==> config.mk <==
export PLATFORM = sky130hd
export DESIGN_NAME = seg_dac_decoder
export DESIGN_NICKNAME = d
export VERILOG_FILES = /design/src/rtl/seg_dac_pkg.sv /design/src/rtl/seg_dac_rst_sync.sv /design/src/rtl/seg_dac_therm_dec.sv /design/src/rtl/seg_dac_pair_reg.sv /design/src/rtl/seg_dac_decoder.sv
export SDC_FILE = /design/constraint.sdc
export NUM_CORES = 1
export LEC_CHECK = 0
export BUFFER_PORTS_ARGS = -buffer_cell sky130_fd_sc_hd__buf_4
export CORE_ASPECT_RATIO = 0.6
export CORE_UTILIZATION = 45
export DETAILED_ROUTE_END_ITERATION = 7
export GPL_TIMING_DRIVEN = 0
export PLACE_DENSITY = 0.75
export SLEW_MARGIN = 20
export SYNTH_ARGS = -nofsm -noshare
export SYNTH_HDL_FRONTEND = slang
export SYNTH_SLANG_ARGS = --single-unit
export TNS_END_PERCENT = 100
==> constraint.sdc <==
create_clock -name clk -period 3.6 [get_ports clk]
set_clock_uncertainty 0.1 [all_clocks]
set_input_delay 0.36 -clock clk [delete_from_list [all_inputs] [get_ports clk]]
set_output_delay 0.36 -clock clk [all_outputs]
set_load 0.02 [all_outputs]
==> src/rtl/seg_dac_pkg.sv <==
package seg_dac_pkg;

  function automatic int therm_lines(input int field_w);
    return (1 << field_w) - 1;
  endfunction

  function automatic int line_weight(input int lower_w);
    return 1 << lower_w;
  endfunction

endpackage

==> src/rtl/seg_dac_rst_sync.sv <==
module seg_dac_rst_sync #(
  parameter int STAGES = 2
) (
  input  logic clk,
  input  logic rst_n,
  output logic rst_n_sync
);

  logic [STAGES-1:0] sync_q;
  logic [STAGES-1:0] sync_d;

  always_comb begin
    sync_d = {sync_q[STAGES-2:0], 1'b1};
  end

  always_ff @(posedge clk or negedge rst_n) begin
    if (!rst_n) begin
      sync_q <= '0;
    end else begin
      sync_q <= sync_d;
    end
  end

  assign rst_n_sync = sync_q[STAGES-1];

endmodule

==> src/rtl/seg_dac_therm_dec.sv <==
module seg_dac_therm_dec #(
  parameter int IN_W = 5
) (
  input  logic [IN_W-1:0]          val_i,
  output logic [(2**IN_W)-2:0]     line_o
);

  localparam int LINES = (2**IN_W) - 1;

  for (genvar g = 0; g < LINES; g++) begin : g_line
    assign line_o[g] = (val_i > IN_W'(g));
  end

endmodule

==> src/rtl/seg_dac_pair_reg.sv <==
module seg_dac_pair_reg #(
  parameter int W = 8
) (
  input  logic         clk,
  input  logic         rst_n,
  input  logic [W-1:0] d_i,
  output logic [W-1:0] q_o,
  output logic [W-1:0] q_n_o
);

  logic [W-1:0] pos_d;
  logic [W-1:0] neg_d;
  logic [W-1:0] pos_q;
  logic [W-1:0] neg_q;

  always_comb begin
    pos_d = d_i;
    neg_d = ~d_i;
  end

  always_ff @(posedge clk or negedge rst_n) begin
    if (!rst_n) begin
      pos_q <= '0;
      neg_q <= '1;
    end else begin
      pos_q <= pos_d;
      neg_q <= neg_d;
    end
  end

  assign q_o   = pos_q;
  assign q_n_o = neg_q;

endmodule

==> src/rtl/seg_dac_decoder.sv <==
module seg_dac_decoder
  import seg_dac_pkg::*;
#(
  parameter int DATA_W = 14,
  parameter int TOP_W  = 5,
  parameter int MID_W  = 4
) (
  input  logic                    clk,
  input  logic                    rst_n,
  input  logic [DATA_W-1:0]       code_i,
  output logic [(2**TOP_W)-2:0]   top_o,
  output logic [(2**TOP_W)-2:0]   top_n_o,
  output logic [(2**MID_W)-2:0]   mid_o,
  output logic [(2**MID_W)-2:0]   mid_n_o,
  output logic [DATA_W-TOP_W-MID_W-1:0] bin_o,
  output logic [DATA_W-TOP_W-MID_W-1:0] bin_n_o
);

  localparam int BIN_W     = DATA_W - TOP_W - MID_W;
  localparam int TOP_LINES = therm_lines(TOP_W);
  localparam int MID_LINES = therm_lines(MID_W);
  localparam int SW_W      = TOP_LINES + MID_LINES + BIN_W;

  logic rst_n_int;

  seg_dac_rst_sync #(.STAGES(2)) u_rst_sync (
    .clk        (clk),
    .rst_n      (rst_n),
    .rst_n_sync (rst_n_int)
  );

  // Stage 1: input word capture
  logic [DATA_W-1:0] word_d;
  logic [DATA_W-1:0] word_q;

  always_comb begin
    word_d = code_i;
  end

  always_ff @(posedge clk or negedge rst_n_int) begin
    if (!rst_n_int) begin
      word_q <= '0;
    end else begin
      word_q <= word_d;
    end
  end

  // Segment split
  logic [TOP_W-1:0] top_fld;
  logic [MID_W-1:0] mid_fld;
  logic [BIN_W-1:0] bin_fld;

  assign top_fld = word_q[DATA_W-1 -: TOP_W];
  assign mid_fld = word_q[BIN_W +: MID_W];
  assign bin_fld = word_q[BIN_W-1:0];

  // Decode ahead of the switch register
  logic [TOP_LINES-1:0] top_dec;
  logic [MID_LINES-1:0] mid_dec;

  seg_dac_therm_dec #(.IN_W(TOP_W)) u_top_dec (
    .val_i  (top_fld),
    .line_o (top_dec)
  );

  seg_dac_therm_dec #(.IN_W(MID_W)) u_mid_dec (
    .val_i  (mid_fld),
    .line_o (mid_dec)
  );

  // Stage 2: one wide register for every switch pair
  logic [SW_W-1:0] sw_d;
  logic [SW_W-1:0] sw_q;
  logic [SW_W-1:0] sw_n_q;

  always_comb begin
    sw_d = {top_dec, mid_dec, bin_fld};
  end

  seg_dac_pair_reg #(.W(SW_W)) u_sw_reg (
    .clk   (clk),
    .rst_n (rst_n_int),
    .d_i   (sw_d),
    .q_o   (sw_q),
    .q_n_o (sw_n_q)
  );

  assign top_o   = sw_q  [SW_W-1 -: TOP_LINES];
  assign top_n_o = sw_n_q[SW_W-1 -: TOP_LINES];
  assign mid_o   = sw_q  [BIN_W +: MID_LINES];
  assign mid_n_o = sw_n_q[BIN_W +: MID_LINES];
  assign bin_o   = sw_q  [BIN_W-1:0];
  assign bin_n_o = sw_n_q[BIN_W-1:0];

endmodule

======== Word level (Yosys, flattened, before mapping) ========
Index checks and enable logic that the tools add are counted.
storage, ports and cells
  register bits ........................... 118
  bits in latches ......................... 0
  ROM bits ................................ 0
  bits in writable memories ............... 0
  word-level logic and storage cells ...... 51
  memories kept ........................... 0
operators by class
  $add $sub $neg .......................... 0
  magnitude comparators ................... 46
  bitwise gates (word level) .............. 1
  equal/unequal tests ..................... 0
  reductions and logical operators ........ 0
  muxes and demuxes ....................... 0
  divide/modulo/power cells ............... 0
  shifts and indexed selects .............. 0
  multipliers ............................. 0
operators by type and width
  operator                                                       count
  greater-than comparator 5 bit, second input constant           15
  inverter 51 bit                                                1
  greater-than comparator 5 x 4 -> 1 bit, second input constant  8
  greater-than comparator 4 bit, second input constant           7
  greater-than comparator 5 x 3 -> 1 bit, second input constant  4
  greater-than comparator 4 x 3 -> 1 bit, second input constant  4
  greater-than comparator 5 x 1 -> 1 bit, second input constant  2
  greater-than comparator 5 x 2 -> 1 bit, second input constant  2
  greater-than comparator 4 x 1 -> 1 bit, second input constant  2
  greater-than comparator 4 x 2 -> 1 bit, second input constant  2

======== Logic depth before layout (Yosys ltp) ========
Gate-level depths: netlist of the first run.
  depth after elaboration ................. 2
  gate-level depth with buffers ........... 5
  mapped depth without buffers ............ 3

======== Cells and area by module ========
Synthesis of the first run repeated with hierarchy kept, for this count alone.
second synthesis, totals
  cell total of the unflattened synthesis .. 251
  area total of the unflattened synthesis .. 3,657.3 um^2
modules (own cells, without submodules)
  module                          seq. area each (um^2)  area an instance (um^2)  instances  cells each
  seg_dac_pair_reg                2,616.3                2,807.7                  1          153
  seg_dac_decoder                 350.3                  350.3                    1          14
  seg_dac_therm_dec at u_top_dec  0.0                    305.3                    1          57
  seg_dac_therm_dec at u_mid_dec  0.0                    140.1                    1          24
  seg_dac_rst_sync                50.0                   53.8                     1          3

======== Worst setup path before layout of the first run ========
Ideal clock, no wire load.
  path type ............................... register -> register
  from .................................... register word_q[10]
  to ...................................... register u_sw_reg.pos_q[20], in the netlist u_sw_reg.q_o[20]
  path buffers ............................ 2
  arrival time ............................ 1.152 ns
  slack ................................... 2.216 ns
  data required time ...................... 3.369 ns
  clock period less this slack ............ 1.384 ns
  cell stages (with the launch flop) ...... 5
  cells stage by stage .................... dfrtp_1 buf_6 or2_1 buf_6 or3_1
between the ends
  word-level cells in the longest chain between the ends .. 1
ends and longest elaborated chain
  what                                    line                     source
  start, declared                         seg_dac_decoder.sv:34    logic [DATA_W-1:0] word_q;
  start signal, assigned                  seg_dac_decoder.sv:44    word_q <= word_d;
  greater-than comparator 5 x 1 -> 1 bit  seg_dac_therm_dec.sv:11  assign line_o[g] = (val_i > IN_W'(g));
  named net top_dec[0]                    seg_dac_decoder.sv:58    logic [TOP_LINES-1:0] top_dec;
  end signal, assigned                    seg_dac_pair_reg.sv:26   pos_q <= pos_d;
  end, declared                           seg_dac_pair_reg.sv:13   logic [W-1:0] pos_q;
The timed path passes the listed nets, and every way through them passes these cells.

======== Worst setup path after layout of the first run ========
  from .................................... register u_sw_reg.neg_q[7], in the netlist u_sw_reg.q_n_o[7]
  to ...................................... output mid_n_o[2]
RTL lines
  what                    line                    source
  start, declared         seg_dac_pair_reg.sv:14  logic [W-1:0] neg_q;
  start signal, assigned  seg_dac_pair_reg.sv:27  neg_q <= neg_d;
  end, declared           seg_dac_decoder.sv:14   output logic [(2**MID_W)-2:0] mid_n_o,
No word-level cell between the ends.

==> qor.csv, run 1 <==
metric;value;unit
post_cts.repair.setup_buffers;0;
numCtsBuffers;17;
start_util;46.7;%
critPathBufInv;1;
path_cells;buf_4;
setup_viol;0;
r2r-end;u_sw_reg.q_o[20];
grt_antenna_before_repair;0;
nNetsFinal;425;
gp_congestion;0.721;
slew_violations;0;
fmax;661;MHz
grt_overflow;0;
synthCells;256;
ys_types;27;
rows;25;
ant_nets;0;
pwr-share-seq;42.9;%
drive_gt1_share;51.7;%
rsz0062_at_grt;false;
irDropWorstVdd;0.389;mV
dp_worst_setup_slack;2150;ps
r2r-start;word_q[12];
drcViolationCount;0;
ys_seq_area_share;81.3;%
yosysWarnings;0;
drt_first_iter_violations;104;
portBuffers;117;
hold_viol_final;0;
synth_nets;272;
yosys-top-cells-area;dfrtp_1 (45%), dfstp_2 (36%), inv_1 (1.9%), nor2_1 (1.7%), a21o_1 (1.6%);
status;finished clean;
cp.required;3140;ps
path_class;reg2out;
min_period;1510;ps
period_share;42.0;%
setup.worst_path.start_class;register;
n_fill_cell;572;
setup_ws;2090;ps
postCtsHoldBufs;15;
critPathTopFamily;flip-flops;
cts_max_path_buffers;2;
p_clk_share;47.7;%
internal-power;2600;uW
comb_power_share;9.3;%
worstPathArrival;1050;ps
die_area;8630;um^2
yosysMostFrequentCell;dfrtp_1;
swShare;22.8;%
crit_fanout;1;
reg2reg_depth;4;
worst_hold_path_type;reg2async;
cts.htree.levels;4;
ff_latch_area;3020;um^2
utilization;69.4;%
wire_per_inst;15.2;um
boundaryPins;118;
first_global_vias;2494;
ys_seq_elements;118;
ys_async_sr_fraction;100;%
synth_top_area_cell;dfrtp_1;
netlist_area;3710;um^2
via_per_inst;4.57;
power.net_switching;767;uW
antenna_cells;0;
path_clk_slew;50;ps
dr.pass1.iters;4;
clk_latency;400;ps
multiInputGateArea;505;um^2
cap_violations;0;
die_h;72.4;um
die_x;119;um
end_kind;primary output;
syn_avg_cell_area;14.5;um^2
slowest_stage;dfstp_2;
coreArea;7950;um^2
ff2ff_setup_slack;2140;ps
vias;2420;
synthTopCellsByCount;dfrtp_1 (67), dfstp_2 (51), inv_1 (19);
synth_edf_count;0;
finalSetupTns;0;ps
area_growth;48.4;%
power_density;612;nW/um^2
ctsResizeCount;0;
cts_sinks;118;
yosysTopAreaCellShare;45.2;%
ys.flop_type;dfrtp_1;
place_hpwl;5270;um
p_leak;0.00262;uW
wirelength;8070;um
cts_root_buf;clkbuf_16;
path_depth;1;
cts_tree;yes;
grt_util_all_layers;20.4;%
slowest_delay;530;ps
grt_pass1_wl;12700;um
grt_max_degree;57;
kinds of logic after synthesis:
| family | share of synthesized area (%) |
|---|---|
| AOI/OAI and AO/OA | 6.67 |
| DFF | 81.3 |
| buffers and inverters | 5.12 |
| and+or+nand+nor | 6.84 |
| other | 0.101 |
cell usage in the layout, fill, tap and decap left out, drive strengths merged, types with 5 or more instances in the layout:
cell / count
inv: 19
dfrtp: 67
a31oi: 5
a21o: 9
nand2: 16
o21ai: 11
dlygate4sd3: 15
clkbuf: 34
o21a: 5
nor2: 17
a21oi: 11
dfstp: 51
buf: 131
routing by layer:
| metal | GRT usage, % | share of wire (%) | vias to the layer above |
|---|---|---|---|
| met5 | 0 | 0 | - |
| met4 | 10.4 | 1.1 | 0 |
| met3 | 6.37 | 6.1 | 8 |
| met2 | 30.9 | 48 | 77 |
| met1 | 26.9 | 45 | 1224 |
| li1 | - | - | 1111 |
power groups by stage:
stage	sequential [uW]	combinational (uW)	clock (uW)
floorplan	1560	66.6	0
global placement	1480	271	0
detailed placement	1470	304	0
CTS	1450	318	1620
global route	1450	338	1690
finish	1450	315	1610
flip-flops by register name, indices dropped and copies added (netlist names):
register	cells
u_rst_sync.sync_q	2
word_q	14
u_sw_reg.q_o	51
u_sw_reg.q_n_o	51
metrics by stage:
| stage | hold slack [ps] | area, um^2 | power (uW) | cells |
|---|---|---|---|---|
| 2_1_floorplan | -35.6 | 3710 | 1620 | 256 |
| 5_1_grt | 118 | 5510 | 3480 | 530 |
| 4_1_cts | 99.4 | 5510 | 3390 | 530 |
| 3_3_place_gp | 42.9 | 4730 | 1750 | 481 |
| 6_report | 95.7 | 5510 | 3370 | 530 |
| 3_5_place_dp | 43.4 | 4780 | 1770 | 483 |
worst max path at each step:
stage | startpoint | endpoint
after CTS | u_sw_reg.q_n_o[11] | mid_n_o[6]
after floorplan | u_rst_sync.sync_q[1] | u_sw_reg.q_o[0]
after global placement | u_rst_sync.sync_q[1] | u_sw_reg.q_o[43]
final | u_sw_reg.q_n_o[7] | mid_n_o[2]
after global routing | u_sw_reg.q_n_o[43] | top_n_o[23]
after detailed placement | word_q[12] | u_sw_reg.q_o[20]
final cells by class:
type	count	share of cell area [%]
Sequential cell	118	54.8
Timing Repair Buffer	134	19.5
Clock buffer	25	9.36
Multi-Input combinational cell	97	9.17
Tap cell	108	2.45
Buffer	21	2.09
Inverter	20	1.36
Clock inverter	7	1.23
Power figures use the tool's default switching activity.
==> inputs of run 2 (changes only) <==
--- a/config.mk
+++ b/config.mk
@@ -7,10 +7,10 @@
 export LEC_CHECK = 0
 export BUFFER_PORTS_ARGS = -buffer_cell sky130_fd_sc_hd__buf_4
 export CORE_ASPECT_RATIO = 0.6
-export CORE_UTILIZATION = 45
+export CORE_UTILIZATION = 50
 export DETAILED_ROUTE_END_ITERATION = 7
 export GPL_TIMING_DRIVEN = 0
-export PLACE_DENSITY = 0.75
+export PLACE_DENSITY = 0.79
 export SLEW_MARGIN = 20
 export SYNTH_ARGS = -nofsm -noshare
 export SYNTH_HDL_FRONTEND = slang
==> constraint.sdc (replaced) <==
create_clock -name clk -period 1.4 [get_ports clk]
set_clock_uncertainty 0.1 [all_clocks]
set_input_delay 0.14 -clock clk [delete_from_list [all_inputs] [get_ports clk]]
set_output_delay 0.14 -clock clk [all_outputs]
set_load 0.02 [all_outputs]
==> qor.csv, run 2 (synthesized netlist as in run 1, its figures left out) <==
metric;value;unit;change
vias;2518;;+4.0%
rsz0062_at_grt;true;;
setup_ws;0.223;ps;-2090 ps
worstPathArrival;1570;ps;+520 ps
fmax;714;MHz;
cp.required;1570;ps;-1570 ps
route.met2.wl;4330;um;+12%
worst_hold_path_type;reg2async;;
die_area;7780;um^2;-9.8%
instances_no_fill;528;;-0.38%
top_layer_used;met4;;
cts_tree;yes;;
grt_max_degree;41;;-28%
cts_max_path_buffers;2;;unchanged
die_h;68.7;um;-5.0%
internal-power;7280;uW;+180%
cts.htree.levels;4;;unchanged
dp_cells;475;;-1.7%
drt_first_iter_violations;104;;unchanged
grt_pass1_wl;13000;um;+2.2%
dr.pass1.iters;4;;unchanged
coreArea;6940;um^2;-13%
cap_violations;0;;unchanged
end_kind;register;;
cts_sinks;118;;unchanged
nNetsFinal;432;;+1.6%
period_share;100;%;
path_clk_slew;50;ps;about the same
final_common_cell;buf_4;;
gp_congestion;0.788;;+9.4%
grt_util_all_layers;24.1;%;+3.8 points
p_leak;0.00270;uW;+2.8%
fin_area;5650;um^2;+2.6%
cts_root_buf;clkbuf_16;;
min_period;1400;ps;
grt_antenna_before_repair;0;;unchanged
drive_gt1_share;54.2;%;+2.5 points
n_fill_cell;366;;-36%
p_clk_share;50.7;%;+3.0 points
via_per_inst;4.77;;+4.4%
area_growth;52.3;%;
wire_per_inst;17.1;um;+12%
boundaryPins;118;;unchanged
portBuffers;117;;unchanged
rows;23;;-8.0%
power.net_switching;2020;uW;+160%
irDropWorstVdd;1.27;mV;+230%
comb_power_share;9.1;%;-0.2 points
drt-met1-wl;4060;um;+12%
path_class;reg2reg;;
drcViolationCount;0;;unchanged
finalPower;9300;uW;+180%
first_global_vias;2400;;-3.8%
clk_latency;400;ps;about the same
place_hpwl;5330;um;+1.1%
start_util;53.5;%;+6.8 points
grt_overflow;0;;unchanged
wirelength;9030;um;+12%
status;finished clean;;
die_x;113;um;-5.0%
setup.worst_path.start_class;register;;
wl_met3;552;um;+12%
finalSetupTns;0;ps;unchanged
swShare;21.7;%;-1.1 points
numCtsBuffers;17;;unchanged
hold_viol_final;0;;unchanged
pwr-share-seq;40.2;%;-2.7 points
dp_worst_setup_slack;-27.4;ps;-2180 ps
most-common-layout-cells;buf_4 (125), dfrtp_1 (64), dfstp_2 (51);;
slew_violations;0;;unchanged
antenna_cells;0;;unchanged
crit_fanout;10;;+9
setup_viol;0;;unchanged
ant_nets;0;;unchanged
power_density;1650;nW/um^2;+170%
placed_cell_area;4760;um^2;-0.37%
-- run 2: layer usage --
layer | vias to the layer above | global-route usage, %
li1 | 1131 | -
met1 | 1268 | 31.4
met2 | 110 | 37.7
met3 | 9 | 9.62
met4 | 0 | 8.22
met5 | - | 0
-- run 2: layout make-up --
cell class                      count  area [um^2]  area share [%]
Sequential cell                   118         3020            53.5
Timing Repair Buffer              143         1160            20.5
Multi-Input combinational cell     97          519            9.18
Clock buffer                       22          474            8.39
Clock inverter                      9          173            3.05
Tap cell                          100          125            2.21
Buffer                             19          103            1.81
Inverter                           20         78.8            1.39
-- run 2: stage by stage --
step / util [%] / hold WS (ps)
after floorplan: - / -256
after global placement: 68.0 / -178
after detailed placement: 68.6 / -177
after CTS: 80.8 / 218
after global routing: 81.5 / 164
final: 81.5 / 134
-- run 2: critical path, stage by stage (launching register included) --
cell	delay, ps
dfrtp_2	480
or2_1	260
buf_6	150
or3_1	300
-- run 2: timing repair --
item,in CTS,in global routing
hold buffers,16,0
endpoints found under the setup margin,2,67
pin swaps,1,0
setup buffers,5,3
resized for setup,1,13
hold endpoints to repair,16,0
-- run 2: power by group through the flow --
stage / registers (uW) / clock network, uW / logic, uW
after floorplan: 4010 / 0 / 171
after global placement: 3820 / 0 / 696
after detailed placement: 3790 / 0 / 764
after CTS: 3750 / 4760 / 817
after global routing: 3750 / 4910 / 904
final: 3740 / 4720 / 843
-- run 2: worst paths after layout --
kind,end,slack [ps],cells past startpoint,start
max in group asynchronous,u_sw_reg.q_n_o[50],220,2,u_rst_sync.sync_q[1]
max,u_sw_reg.q_o[20],0.2,3,word_q[12]
min,u_sw_reg.q_o[4],130,0,u_rst_sync.sync_q[1]
min reg2reg,u_sw_reg.q_o[4],130,0,u_rst_sync.sync_q[1]
min in group clk,u_rst_sync.sync_q[1],270,0,u_rst_sync.sync_q[0]
max reg2reg,u_sw_reg.q_o[20],0.2,3,word_q[12]
==> inputs of run 3 (changes only) <==
--- a/config.mk
+++ b/config.mk
@@ -10,6 +10,7 @@
 export CORE_UTILIZATION = 50
 export DETAILED_ROUTE_END_ITERATION = 7
 export GPL_TIMING_DRIVEN = 0
+export HOLD_SLACK_MARGIN = 0.05
 export PLACE_DENSITY = 0.79
 export SLEW_MARGIN = 20
 export SYNTH_ARGS = -nofsm -noshare
==> constraint.sdc (replaced) <==
create_clock -name clk -period 1.5 [get_ports clk]
set_clock_uncertainty 0.1 [all_clocks]
set_input_delay 0.15 -clock clk [delete_from_list [all_inputs] [get_ports clk]]
set_output_delay 0.15 -clock clk [all_outputs]
set_load 0.02 [all_outputs]
==> qor.csv, run 3 (synthesized netlist as in run 1, its figures left out) <==
metric;value;unit;change
via_per_inst;4.70;;-1.5%
portBuffers;117;;unchanged
r2r-end;u_sw_reg.q_o[20];;
vias;2453;;-2.6%
grt_pass1_wl;13200;um;+1.4%
setup.worst_path.start_class;register;;
dp_cells;475;;unchanged
min_period;1450;ps;+53.3 ps
cts.htree.levels;4;;unchanged
cap_violations;0;;unchanged
cp.required;1670;ps;+100 ps
grt_max_degree;41;;unchanged
wirelength;8910;um;-1.3%
boundaryPins;118;;unchanged
ff2ff_setup_slack;50;ps;+50 ps
drcViolationCount;0;;unchanged
r2r-start;word_q[12];;
nNetsFinal;426;;-1.4%
place_hpwl;5330;um;unchanged
instances_no_fill;522;;-1.1%
endpoint;u_sw_reg.q_o[20];;
fmax;688;MHz;-3.7%
cts_tree;yes;;
comb_power_share;8.8;%;-0.3 points
power_density;1550;nW/um^2;-5.6%
p_clk_share;50.9;%;+0.2 points
slew_violations;0;;unchanged
status;finished clean;;
final_common_cell;buf_4;;
die_h;68.7;um;unchanged
worstPathArrival;1630;ps;+60 ps
gp_congestion;0.788;;unchanged
coreArea;6940;um^2;unchanged
irDropWorstVdd;1.09;mV;-14%
die_x;113;um;unchanged
end_kind;register;;
ant_nets;0;;unchanged
period_share;96.9;%;-3.1 points
finalSetupTns;0;ps;unchanged
internal-power;6780;uW;-6.9%
antenna_cells;0;;unchanged
wire_per_inst;17.1;um;-0.17%
cts_root_buf;clkbuf_16;;
grt_util_all_layers;24.6;%;+0.42 points
cts_sinks;118;;unchanged
area_growth;50.1;%;
cts_max_path_buffers;2;;unchanged
start_util;53.5;%;unchanged
clk_latency;400;ps;about the same
most-common-layout-cells;buf_4 (118), dfrtp_1 (66), dfstp_2 (51);;
p_leak;0.00266;uW;-1.5%
crit_fanout;10;;unchanged
hold_viol_final;0;;unchanged
path_clk_slew;50;ps;about the same
drive_gt1_share;51.9;%;-2.3 points
swShare;21.6;%;-0.059 points
numCtsBuffers;17;;unchanged
rows;23;;unchanged
setup_viol;0;;unchanged
worstSetupStartpoint;word_q[12];;
reg2reg_depth;4;;+1
pwr-share-seq;40.3;%;about the same
power.net_switching;1870;uW;-7.2%
die_area;7780;um^2;unchanged
path_class;reg2reg;;
grt_antenna_before_repair;0;;unchanged
grt_overflow;0;;unchanged
first_global_vias;2406;;+0.25%
drt_first_iter_violations;124;;+19%
dr.pass1.iters;4;;unchanged
worst_hold_path_type;reg2async;;
rsz0062_at_grt;true;;
-- run 3: cell types whose count changed in the layout (fill, tap and decap cells not counted), moves of 2 or more --
| cell | delta |
|---|---|
| dfrtp_1 | +2 |
| dfrtp_2 | -2 |
| buf_4 | -7 |
| o21ai_0 | +2 |
| clkbuf_2 | -2 |
| o21ai_1 | -2 |
| clkbuf_1 | +2 |
-- run 3: timing repair --
action	in CTS	in global routing
setup endpoints to repair	0	7
setup buffers	0	0
hold buffers	16	0
resized for setup	0	3
hold endpoints to repair	16	0
-- run 3: cell type report --
cell class	instances	area (um^2)
Buffer	21	116
Clock buffer	22	474
Clock inverter	9	173
Fill cell	389	1360
Inverter	20	78.8
Multi-Input combinational cell	97	505
Sequential cell	118	3020
Tap cell	100	125
Timing Repair Buffer	135	1080
-- run 3: through the flow --
step	hold WS (ps)	util [%]	setup slack, ps	area, um^2	total power, uW
final	193	80.3	46.9	5570	8650
after global routing	254	80.3	-0.00688	5570	8910
after global placement	-168	68.0	-147	4720	4210
after CTS	218	80.3	69.2	5570	8690
after floorplan	-246	-	116	3720	3900
after detailed placement	-167	68.6	72.6	4760	4250
-- run 3: how the worst min path moves through the flow --
stage | start | to | slack [ps] | cells after the start
final | u_rst_sync.sync_q[1] | u_sw_reg.q_o[8] | 190 | 0
after global routing | u_rst_sync.sync_q[1] | u_sw_reg.q_o[8] | 250 | 0
after CTS | u_rst_sync.sync_q[1] | u_sw_reg.q_o[8] | 220 | 0
after detailed placement | rst_n | u_rst_sync.sync_q[0] | -170 | 1
after global placement | rst_n | u_rst_sync.sync_q[0] | -170 | 1
after floorplan | rst_n | u_rst_sync.sync_q[0] | -250 | 0
-- run 3: metal layers --
metal	wire length (um)	global-route usage [%]	vias up	share of wire, %
li1	-	-	1117	-
met1	3950	31.0	1239	44
met2	4360	39.9	93	49
met3	555	10.3	4	6.2
met4	48	6.74	0	0.54
met5	0	0	-	0
-- run 3: power groups by stage --
stage / sequential [uW] / combinational (uW) / clock (uW)
finish: 3490 / 759 / 4400
global route: 3510 / 811 / 4590
CTS: 3490 / 756 / 4440
detailed placement: 3540 / 713 / 0
global placement: 3560 / 649 / 0
floorplan: 3740 / 160 / 0
-- run 3: critical path, cell delays in order, from the launching register on --
cell and delay [ps]:
dfrtp_1 360, buf_2 180, or2_1 250, buf_6 150
or3_1 290
